==> config.mk <==
export PLATFORM = sky130hd
export DESIGN_NAME = sdcmd_port
export DESIGN_NICKNAME = d
export VERILOG_FILES = /design/src/rtl/sdcmd_pkg.sv /design/src/rtl/sdcmd_field_decode.sv /design/src/rtl/sdcmd_mode_ctrl.sv /design/src/rtl/sdcmd_pin_reg.sv /design/src/rtl/sdcmd_port.sv
export SDC_FILE = /design/constraint.sdc
export NUM_CORES = 1
export LEC_CHECK = 0
export ABC_AREA = 0
export CAP_MARGIN = 20
export CORE_ASPECT_RATIO = 1.2
export CORE_MARGIN = 5
export CORE_UTILIZATION = 30
export CTS_CLUSTER_DIAMETER = 40
export DETAILED_ROUTE_END_ITERATION = 10
export PLACE_DENSITY = 0.77
export SLEW_MARGIN = 20
export SYNTH_ARGS = -nofsm -noshare
export SYNTH_HDL_FRONTEND = slang
export SYNTH_SLANG_ARGS = --single-unit
==> constraint.sdc <==
create_clock -name clk -period 1.4 [get_ports clk]
set_input_delay 0.21 -clock clk [delete_from_list [all_inputs] [get_ports clk]]
set_output_delay 0.21 -clock clk [all_outputs]
set_load 0.005 [all_outputs]
==> src/rtl/sdcmd_pkg.sv <==
package sdcmd_pkg;
  typedef logic [2:0] sd_cmd_t;

  // active-low RAS, CAS, WE
  localparam sd_cmd_t CMD_NOP = 3'b111;
  localparam sd_cmd_t CMD_PRE = 3'b010;
  localparam sd_cmd_t CMD_REF = 3'b001;
  localparam sd_cmd_t CMD_LMR = 3'b000;
endpackage

==> src/rtl/sdcmd_field_decode.sv <==
module sdcmd_field_decode
  import sdcmd_pkg::*;
#(
  parameter int ADDR_W   = 32,
  parameter int ROW_W    = 13,
  parameter int BANK_W   = 2,
  parameter int BANK_LSB = 11,
  parameter int CMD_LSB  = 4,
  parameter int WIN_LSB  = 28,
  parameter int WIN_TAG  = 1
) (
  input  logic [ADDR_W-1:0] addr,
  output logic              hit,
  output logic [ROW_W-1:0]  row,
  output logic [BANK_W-1:0] bank,
  output sd_cmd_t           cmd
);
  localparam int ROW_LSB = BANK_LSB + BANK_W;
  localparam int WIN_W   = ADDR_W - WIN_LSB;
  localparam logic [WIN_W-1:0] TAG = WIN_W'(WIN_TAG);

  logic unused_addr;

  assign hit  = (addr[ADDR_W-1:WIN_LSB] == TAG);
  assign row  = addr[ROW_LSB +: ROW_W];
  assign bank = addr[BANK_LSB +: BANK_W];
  assign cmd  = addr[CMD_LSB +: 3];
  assign unused_addr = ^addr;
endmodule

==> src/rtl/sdcmd_mode_ctrl.sv <==
module sdcmd_mode_ctrl (
  input  logic clk,
  input  logic rst,
  input  logic hit,
  input  logic wr,
  input  logic rd,
  output logic issue,
  output logic cke,
  output logic en
);
  assign issue = hit && wr && !en;

  always_ff @(posedge clk) begin
    if (rst) begin
      cke <= 1'b0;
      en  <= 1'b0;
    end else begin
      if (issue) cke <= 1'b1;
      if (hit && rd) en <= 1'b1;
    end
  end


  en_sticky_chk: assert property (@(posedge clk) disable iff (rst)
    en |=> en);

  cke_sticky_chk: assert property (@(posedge clk) disable iff (rst)
    cke |=> cke);
endmodule

==> src/rtl/sdcmd_pin_reg.sv <==
module sdcmd_pin_reg
  import sdcmd_pkg::*;
#(
  parameter int ROW_W  = 13,
  parameter int BANK_W = 2
) (
  input  logic              clk,
  input  logic              rst,
  input  logic              issue,
  input  logic [ROW_W-1:0]  row,
  input  logic [BANK_W-1:0] bank,
  input  sd_cmd_t           cmd,
  output logic              cs_n,
  output sd_cmd_t           rcw_n,
  output logic [ROW_W-1:0]  a,
  output logic [BANK_W-1:0] ba
);
  always_ff @(posedge clk) begin
    if (rst || !issue) begin
      cs_n  <= 1'b1;
      rcw_n <= CMD_NOP;
      a     <= '0;
      ba    <= '0;
    end else begin
      cs_n  <= 1'b0;
      rcw_n <= cmd;
      a     <= row;
      ba    <= bank;
    end
  end
endmodule

==> src/rtl/sdcmd_port.sv <==
module sdcmd_port
  import sdcmd_pkg::*;
#(
  parameter int ADDR_W   = 32,
  parameter int ROW_W    = 13,
  parameter int BANK_W   = 2,
  parameter int BANK_LSB = 11,
  parameter int CMD_LSB  = 4,
  parameter int WIN_LSB  = 28,
  parameter int WIN_TAG  = 1
) (
  input  logic              clk,
  input  logic              rst,
  input  logic [ADDR_W-1:0] bus_addr,
  input  logic              bus_wr,
  input  logic              bus_rd,
  output logic              sd_cke,
  output logic              sd_cs_n,
  output logic              sd_ras_n,
  output logic              sd_cas_n,
  output logic              sd_we_n,
  output logic [ROW_W-1:0]  sd_a,
  output logic [BANK_W-1:0] sd_ba,
  output logic              ddr_en
);
  localparam int WIN_W = ADDR_W - WIN_LSB;

  logic              hit;
  logic              issue;
  logic [ROW_W-1:0]  row;
  logic [BANK_W-1:0] bank;
  sd_cmd_t           cmd;
  sd_cmd_t           rcw_n;

  sdcmd_field_decode #(
    .ADDR_W(ADDR_W), .ROW_W(ROW_W), .BANK_W(BANK_W), .BANK_LSB(BANK_LSB),
    .CMD_LSB(CMD_LSB), .WIN_LSB(WIN_LSB), .WIN_TAG(WIN_TAG)
  ) dec_i (
    .addr(bus_addr), .hit(hit), .row(row), .bank(bank), .cmd(cmd)
  );

  sdcmd_mode_ctrl mode_i (
    .clk(clk), .rst(rst), .hit(hit), .wr(bus_wr), .rd(bus_rd),
    .issue(issue), .cke(sd_cke), .en(ddr_en)
  );

  sdcmd_pin_reg #(.ROW_W(ROW_W), .BANK_W(BANK_W)) pins_i (
    .clk(clk), .rst(rst), .issue(issue), .row(row), .bank(bank), .cmd(cmd),
    .cs_n(sd_cs_n), .rcw_n(rcw_n), .a(sd_a), .ba(sd_ba)
  );

  assign {sd_ras_n, sd_cas_n, sd_we_n} = rcw_n;


  one_cmd_cycle_chk: assert property (@(posedge clk) disable iff (rst)
    !sd_cs_n |-> $past(bus_wr));

  idle_nop_chk: assert property (@(posedge clk) disable iff (rst)
    sd_cs_n |-> ({sd_ras_n, sd_cas_n, sd_we_n} == CMD_NOP && sd_a == '0));

  window_only_chk: assert property (@(posedge clk) disable iff (rst)
    !sd_cs_n |-> ($past(bus_addr[ADDR_W-1:WIN_LSB]) == WIN_W'(WIN_TAG)));

  no_cmd_after_en_chk: assert property (@(posedge clk) disable iff (rst)
    ddr_en |=> sd_cs_n);

  cke_with_cmd_chk: assert property (@(posedge clk) disable iff (rst)
    !sd_cs_n |-> sd_cke);
endmodule

# Word-level counts from Yosys, hierarchy flattened
# Index checks and enable logic that the tools add are counted.
dict set report op_classes {
  muxes 1
  eq_ne 1
  reduce_logical 6
}
# cell count
set ops {}
lappend ops {{$eq 4x1->1 const B} 1}
lappend ops {{$logic_and 1x1->1} 3}
lappend ops {{$logic_not 1->1} 2}
lappend ops {{$logic_or 1x1->1} 1}
lappend ops {{$mux 1} 1}
dict set report totals {
  inputBits 36
  regBits 21
  wordCells 14
}

# Depth between registers and ports, before layout
# Gate-level depths: netlist of run 1.
dict set report depth {
  ltp_word 6
  ltp_mapped 4
  depth_no_buf 2
}

# Cells and area by module
# From an unflattened synthesis of run 1, not the netlist that was laid out.
dict set report hier_totals {
  hier_cells 67
  hier_area_um2 800.8
}
# module seq_area_each_um2 instances cells_each area_each_um2
set by_module_without_submodules {}
lappend by_module_without_submodules {sdcmd_pin_reg 380.4 1 40 581.8}
lappend by_module_without_submodules {sdcmd_field_decode 0.0 1 19 150.1}
lappend by_module_without_submodules {sdcmd_mode_ctrl 40.0 1 8 68.8}

# Worst setup path after synthesis of run 1
# Ideal clock, no wire load.
dict set report synth_path {
  kind {register to register}
  start {register mode_i.en}
  end {register pins_i.rcw_n[0]}
  synth_period_minus_slack_ns 1.188
  t_arrival_ns 1.055
  setup_slack_ns 0.212
  path_buffers 1
  t_required_ns 1.268
  path_stages_with_launch 4
  path_cell_list {dfxtp_1 -> nand4bb_1 -> clkbuf_1 -> or3_2}
}
dict set report synth_between {
  elab_chain_cells 4
}
# element line
set synth_lines {}
lappend synth_lines {{start: declaration} sdcmd_mode_ctrl.sv:9} ;# output logic en
lappend synth_lines {{start signal: assignment} sdcmd_mode_ctrl.sv:16} ;# en <= 1'b0;
lappend synth_lines {{start signal: assignment} sdcmd_mode_ctrl.sv:19} ;# if (hit && rd) en <= 1'b1;
lappend synth_lines {{$logic_not 1->1} sdcmd_mode_ctrl.sv:11} ;# assign issue = hit && wr && !en;
lappend synth_lines {{$logic_and 1x1->1} sdcmd_mode_ctrl.sv:11}
lappend synth_lines {{$logic_not 1->1} sdcmd_pin_reg.sv:19} ;# if (rst || !issue) begin
lappend synth_lines {{$logic_or 1x1->1} sdcmd_pin_reg.sv:19}
lappend synth_lines {{end signal: assignment} sdcmd_pin_reg.sv:26} ;# rcw_n <= cmd;
lappend synth_lines {{end: declaration} sdcmd_pin_reg.sv:14} ;# output sd_cmd_t rcw_n,
# Every way passes these cells.
# A chain may end at the register's enable or synchronous reset.

# Worst setup path in the final report of run 1
dict set report layout_path {
  start {input port rst}
  end {register pins_i.rcw_n[0]}
}
dict set report layout_between {
  elab_chain_cells 1
}
# element line
set layout_lines {}
lappend layout_lines {{start: declaration} sdcmd_port.sv:13} ;# input logic rst,
lappend layout_lines {{$logic_or 1x1->1} sdcmd_pin_reg.sv:19}
# Every way passes these cells.

==> results of run 1 <==
## critical path: cells and delay by family
family	cells	cell delay, ns
buffers and inverters	1	0.43
AND/OR/NAND/NOR	2	0.88
## placed cells by master, fill, tap and decap left out, types with 3 or more instances in the layout
cell type,count
sky130_fd_sc_hd__nor3_1,12
sky130_fd_sc_hd__dfxtp_1,19
sky130_fd_sc_hd__nor3_2,3
sky130_fd_sc_hd__inv_1,17
sky130_fd_sc_hd__clkbuf_4,3
sky130_fd_sc_hd__buf_4,7
sky130_fd_sc_hd__clkdlybuf4s50_1,44
## cell families (layout without fill, tap and decap cells)
group | Yosys count | in the layout | share of synthesized area
AND/OR/NAND/NOR | 22 | 22 | 0.200
AO/OA/AOI/OAI | 2 | 2 | 0.0189
flip-flops | 21 | 21 | 0.634
buffers and inverters | 21 | 74 | 0.147
## stage by stage
step	TNS, ns	cell area (sq um)	hold slack (ns)	setup WS, ns
after floorplan	0	663	0.314	0.212
after detailed placement	-3.75	1180	0.465	-0.277
final	0	1230	0.433	0.0492
after global placement	-2.87	1180	0.463	-0.229
after global routing	-0.000967	1230	0.429	-0.000967
after CTS	0	1210	0.420	0.00489
## registers in the layout, indices dropped and copies added, names as in the netlist
register	cells
pins_i.rcw_n	3
pins_i.ba	2
mode_i.cke	1
pins_i.cs_n	1
pins_i.a	13
mode_i.en	1
## power by group
group / total [mW] / internal (mW) / switching, mW
clock network: 0.276 / 0.111 / 0.166
registers: 0.603 / 0.602 / 0.00155
logic: 0.122 / 0.0861 / 0.0360
total: 1.00 / 0.799 / 0.203
## layer usage
metal / global-route usage / vias up / part of all wire
met3: 0.0460 / 0 / 0.12
li1: - / 310 / -
met5: 0 / - / 0
met1: 0.0994 / 252 / 0.33
met2: 0.213 / 28 / 0.55
met4: 0.0438 / 0 / 0
## final cells by class
class,instances,share of cell area
timing repair buffer,53,0.422
sequential,21,0.344
multi-input combinational,24,0.130
inverter,17,0.0519
tap,30,0.0305
clock buffer,4,0.0214
## worst max-delay path by stage
stage                     slack, ns                         end                   start  cells past startpoint
after floorplan                0.21  pins_i.rcw_n[0]$_SDFF_PP1_  mode_i.en$_SDFFE_PP0P_                      3
after global placement        -0.23  pins_i.rcw_n[0]$_SDFF_PP1_                     rst                      3
after detailed placement      -0.28  pins_i.rcw_n[0]$_SDFF_PP1_                     rst                      3
after CTS                     0.005                      ddr_en  mode_i.en$_SDFFE_PP0P_                      1
after global routing         -0.001     pins_i.ba[1]$_SDFF_PP0_                     rst                      5
final                          0.05  pins_i.rcw_n[0]$_SDFF_PP1_                     rst                      3
## what timing repair did
action | CTS | global route
gates resized for setup | 0 | 7
setup buffers | 0 | 0
endpoints found under the hold margin | 0 | 0
setup endpoints to repair | 0 | 4
==> results.txt, run 1 <==
* Run status: finished clean
* Final clock skew: 0.00279 ns
- Of the synthesized area, sequential elements account for 0.634.
- Including well taps, the total number of placed cells is 145.
* Global placement routability congestion: 0.676
- Insertion delay to the later sink of the worst-skew pair: 0.29 ns
- WL/cell: 11.2 um
- For this run, the number of Yosys warnings is 0.
* Fmax: 740 MHz
- In this run the most critical hold path is launched from bus_addr[17].
- Multi-input logic area: 160 sq um
- For the pin with the worst max-slew slack, the measured transition is 0.174 ns.
- Total power divided by cell area: 815 nW/um^2
- After clock tree synthesis, the clock-pin slew on the worst setup and hold paths is 0.11 ns.
- Wire length of the first global-routing pass: 2590 um
- Height of the die: 61.5 um
- In this run the tool buffered the top-level ports with 46 buffer cells.
- For this design the static power due to leakage is 0.524 nW.
* Worst reg-to-reg setup slack: 0.22 ns
- In this run the critical register-to-register path is launched from mode_i.en$_SDFFE_PP0P_.
* Number of enable flip-flop cells after synthesis: 0
- In this design, the stage delay of the slowest critical-path cell is 0.45 ns.
- In the routed design, unresolved DRC markers number 0.
* Cell breakdown of the critical path: clkdlybuf4s50_1 -> or3_4 -> or3_2
- The slowest stage of the critical path belongs to the cell sky130_fd_sc_hd__or3_2.
- Area inside the core boundary: 2090 sq um
* Layout area overhead: 85.3%
* R2r worst-path depth: 3
* CTS Buffer Depth: 2
* Die X-Extent: 52.9 um
- In this run, CTS created clock tree buffers numbering 3.
- Hold Vio Cnt, Final: 0
- In the synthesized netlist the async set-or-reset flop fraction comes to 0.
- The via count of the first global-routing pass is 592.
- Summed over all layers, the routed wires come to 1670 um.
- Final-report setup violation count: 0
- Max-cap violations in this run came to 0.
- Summing all flip-flop and latch instances after layout gives 423 sq um.
* Worst Setup Start Kind: input pin
- Final number of max-transition violations: 0
- After technology mapping, the gate count stands at 66.
- After synthesis the cells add up to 663 sq um.
- Clock root cell: sky130_fd_sc_hd__clkbuf_4
- Max-slew headroom at the worst pin: 0.883
- Number of fill cells: 190
- For this block, the via count after detailed routing is 590.
- List of most frequent post-synthesis cells: sky130_fd_sc_hd__dfxtp_1 (21), sky130_fd_sc_hd__inv_1 (17), sky130_fd_sc_hd__nor3_1 (15)
- Area enclosed by the die boundary: 3250 sq um
* Endpoint arrival time on the critical path: 1.53 ns
- The worst hold path passes through 3 cells.
- In this run the mean area of a mapped cell was 10.0 sq um.
* Endpoint of the lowest-slack register-to-register path: pins_i.rcw_n[1]$_SDFF_PP1_
- Final antenna diode count: 0
- Residual antenna-violating net count after detailed routing: 0
* Min-Delay Path Class: input pin to flop
- The worst setup path is of the input pin to flop kind.
* Total congestion overflow: 0
- The path with the worst hold slack has its endpoint at pins_i.a[4]$_SDFF_PP0_.
* Number of buffers inserted for hold repair after clock tree synthesis: 0
- Filler-free cell count of the finished design: 149
* Antenna violations before repair: 0
- GRT Total Usage: 0.110
- Fraction of the core area covered by cells at the end of the flow: 0.587
* Largest cells by area after synthesis: sky130_fd_sc_hd__dfxtp_1 (63%), sky130_fd_sc_hd__nor3_1 (11%), sky130_fd_sc_hd__inv_1 (9.6%)
- Proportion of layout cells with a drive suffix above 1: 0.160
- Number of flip-flops and latches in the synthesized netlist: 21
- In this run, the number of DRC markers left after iteration 0 of detailed routing was 2.
* Fraction of synthesized cell area taken by the top area cell type: 0.634
- The initial utilization of the core area, before any placement, comes to 0.317.
- Final period util: 0.965
- Number of rows in the core area: 18
- Total chip power: 1.00 mW
- The most used flip-flop cell after synthesis is sky130_fd_sc_hd__dfxtp_1.
- Iteration count of the initial detailed-routing pass: 3
- IR analysis of the VDD net gives a maximum drop of 0.452 mV.
* Required time at the worst-slack endpoint: 1.58 ns
- In the post-synthesis netlist, the cell with the most instances is sky130_fd_sc_hd__dfxtp_1.
- In this run the worst path has a maximum fanout of 6.
* CTS H-tree lvls: 1
- Once detailed placement completed, the half-perimeter wirelength came to 1410 um.
- Dividing the detail-routed via count by the number of cells gives 3.96.
- Final layout net count: 156
* Setup crit end kind: flop
- Crit path time final: 1.35 ns
- Ports: 57
- Number of clock sinks: 21
- Counting every net in the synthesized netlist gives 102.
- The biggest area contributor in the post-synthesis netlist is sky130_fd_sc_hd__dfxtp_1.
- Pin count of the biggest net entering global routing: 12
* Number of distinct standard cells referenced by the synthesized netlist: 14
* Clock tree from TritonCTS: built
Note: power is estimated with default switching activity, not from simulation.
==> run 2, diff against run 1 <==
- CORE_ASPECT_RATIO: 1.2 -> 1.1
- GPL_TIMING_DRIVEN: not set -> 0
==> run 2 against run 1 <==
Worst setup slack worse by 0.010 ns. Global-route usage about the same. Cell area down 1.6%. Maximum frequency down 0.73%. Die area about the same. Combinational power down 6%. Sequential share of layout area up 0.78 points. Hold slack worse by 0.013 ns. Core utilization down 0.081 points. Critical path type unchanged.
==> results.txt, run 2 (same netlist as run 1, synthesis figures left out) <==
* Number of fill cells: 181 (-4.7%)
- Part of the total power dissipated in sequential elements: 0.603 (about the same)
* Layout area overhead: 82.3%
- The number of levels in the clock H-tree is 1 (unchanged).
* Insertion delay to the later sink of the worst-skew pair: 0.30 ns (about the same)
- Post-route worst hold slack: 0.420 ns (-0.0130 ns)
* Global placement routability congestion: 0.571 (-16%)
- Leak: 0.569 nW (+8.5%)
* Top library cells by usage in the layout, fill and taps aside: sky130_fd_sc_hd__clkdlybuf4s50_1 (39), sky130_fd_sc_hd__inv_1 (17), sky130_fd_sc_hd__dfxtp_1 (17)
- R2r worst-path depth: 3 (unchanged)
* Pin count of the biggest net entering global routing: 13 (+1)
* Psw: 0.211 mW (+3.7%)
* Area enclosed by the die boundary: 3250 sq um (about the same)
- Final period util: 0.972 (+0.00713)
* Hpwl dp: 1350 um (-4.4%)
- The total of max-cap violations came to 0 (unchanged).
- Wire length of the first global-routing pass: 2500 um (-3.5%)
* Clock root cell: sky130_fd_sc_hd__clkbuf_4
- In this run the worst setup path begins at rst.
- The clock group share of total power came to 0.282 (+0.006).
- Max-slew headroom at the worst pin: 0.764 (-0.120)
* Fraction of the core area covered by cells at the end of the flow: 0.586 (-0.000809)
* Internal portion of total power: 0.790 mW (-1.1%)
- The largest stage delay on the critical path came to 0.45 ns (about the same).
- PortBufs: 46 (unchanged)
- Starting density of the core: 0.321 (+0.00480)
- Setup crit end kind: flop
* Hold Vio Cnt, Final: 0 (unchanged)
* Number of buffers added by the clock tree synthesis step: 3 (unchanged)
- The path class of the tightest hold or removal check is input pin to flop.
* Number of global-route vias before repair: 597 (+0.84%)
* Fmax: 735 MHz (-0.73%)
- Number of clock sinks: 21 (unchanged)
* Proportion of layout cells with a drive suffix above 1: 0.129 (-0.0304)
* Clock tree from TritonCTS: built
- The count of TritonRoute iterations in the first routing pass is 4 (+1).
- The core area is 2060 sq um (-1.5%).
* Maximum fanout along the worst path: 10 (+4)
- The detail-routed via count per cell came to 4.12 (+4.0%).
- The overall routed net length was 1640 um (-1.6%).
* Flip-flop count of the largest register after layout: 13 (unchanged)
- The startpoint identified for the worst hold timing path is bus_addr[15].
- Final antenna diode count: 0 (unchanged)
* GRT Total Usage: 0.109 (-0.000457)
- VDD IR-drop max: 0.451 mV (-0.12%)
- The I/O pin count is 57 (unchanged).
- Startpoint of the worst register-to-register path: mode_i.en$_SDFFE_PP0P_
* Number of rows in the core area: 17 (-1)
- Remaining DRCs: 0 (unchanged)
- The die span in x was 54.8 um (+3.6%).
* Endpoint of the lowest-slack register-to-register path: pins_i.rcw_n[0]$_SDFF_PP1_
- Height of the die: 59.3 um (-3.6%)
* CTS Buffer Depth: 2 (unchanged)
* Worst Setup Start Kind: input pin
- Detailed-route via count: 593 (+0.51%)
* WL/cell: 11.4 um (+1.9%)
- Biggest register: pins_i.a
- The slew at the pin closest to its max-slew limit is 0.355 ns (+0.181 ns).
- The combinational share of power is 0.115 (-0.007).
- Proportion of total power due to net switching: 0.211 (+0.00784)
* Endpoint arrival time on the critical path: 1.56 ns (+0.03 ns)
- Commonest non-fill, non-tap cell in the layout: sky130_fd_sc_hd__clkdlybuf4s50_1
- Worst reg-to-reg setup slack: 0.12 ns (-0.10 ns)
- Initial DRC count: 3 (+1)
* Final number of max-transition violations: 0 (unchanged)
* Residual antenna-violating net count after detailed routing: 0 (unchanged)
- The run finished with clean final reports.
- The final setup violation count was 0 (unchanged).
- Timing endpoint of the critical path: pins_i.rcw_n[1]$_SDFF_PP1_
* Required time at the worst-slack endpoint: 1.59 ns (about the same)
- The number of antenna violations at the first check in global routing is 0 (unchanged).
- The largest individual stage delay along the critical path comes from the cell sky130_fd_sc_hd__clkdlybuf4s50_1.
* Total congestion overflow: 0 (unchanged)
- Final clock skew: 0.00333 ns (+0.000541 ns)
- The cell area power density is 828 nW/um^2 (+1.5%).
- The accumulated negative setup slack is 0 ns (unchanged).
* Reg clk slew, reported paths: 0.11 ns (about the same)
* Crit path time final: 1.36 ns (+0.00998 ns)
- Final layout net count: 153 (-1.9%)
* Critical setup path kind: input pin to flop
- The number of setup buffers added after CTS came to 0 (unchanged).
- The area of placed instances was 1160 sq um (-1.8%).
- The cell area after layout was 1210 sq um (-1.6%).
- Cell breakdown of the critical path: clkdlybuf4s50_1 -> or3_4 -> buf_6 -> or3_1
* Largest registers ranked by flip-flop count: pins_i.a x13, pins_i.rcw_n x3, pins_i.ba x2
- Setup repair after global routing left no endpoint under its margin.
run 2: worst min-delay path by stage:
stage | end | cells past startpoint
2_1_floorplan | pins_i.rcw_n[1]$_SDFF_PP1_ | 1
3_3_place_gp | mode_i.cke$_SDFFE_PP0P_ | 2
3_5_place_dp | mode_i.cke$_SDFFE_PP0P_ | 2
4_1_cts | pins_i.a[1]$_SDFF_PP0_ | 3
5_1_grt | pins_i.a[4]$_SDFF_PP0_ | 3
6_report | pins_i.a[2]$_SDFF_PP0_ | 3
run 2: area by class of cell:
class | instances | area [sq um] | share of cell area
buffer | 4 | 33.8 | 0.0280
clock buffer | 3 | 22.5 | 0.0186
clock inverter | 1 | 5.00 | 0.00414
inverter | 17 | 63.8 | 0.0528
multi-input combinational | 24 | 145 | 0.120
sequential | 21 | 425 | 0.352
tap | 28 | 35.0 | 0.0290
timing repair buffer | 46 | 478 | 0.395
run 2: metal layers:
layer  GRT usage  share of wire  vias up
met5           0              0        -
met4      0.0641          0.021        0
met3      0.0428           0.15        5
met2       0.188           0.48       31
met1       0.108           0.35      252
li1            -              -      305
run 2: worst max-delay path: cells and delay by family:
family	cells	cell delay, ns
AND/OR/NAND/NOR	2	0.75
buffers and inverters	2	0.60
run 2: per-stage QoR:
| step | total power, mW | instances | setup WS [ns] |
|---|---|---|---|
| 2_1_floorplan | 0.648 | 66 | 0.212 |
| 4_1_cts | 1.02 | 144 | 0.0141 |
| 3_3_place_gp | 0.731 | 140 | -0.277 |
| 3_5_place_dp | 0.733 | 140 | -0.282 |
| 6_report | 1.00 | 144 | 0.0392 |
| 5_1_grt | 1.06 | 144 | 0.000262 |
run 2: what timing repair did:
action / CTS / global route
gates resized for setup: 1 / 10
endpoints found under the setup margin: 1 / 10
hold buffers: 0 / 0
pin swaps: 0 / 0
run 2: power by group through the flow:
stage,Combinational (mW),Sequential (mW),Clock (mW)
after floorplan,0.0304,0.617,0
after global placement,0.114,0.617,0
after detailed placement,0.116,0.617,0
after CTS,0.117,0.604,0.299
after global routing,0.124,0.605,0.333
final,0.115,0.603,0.283
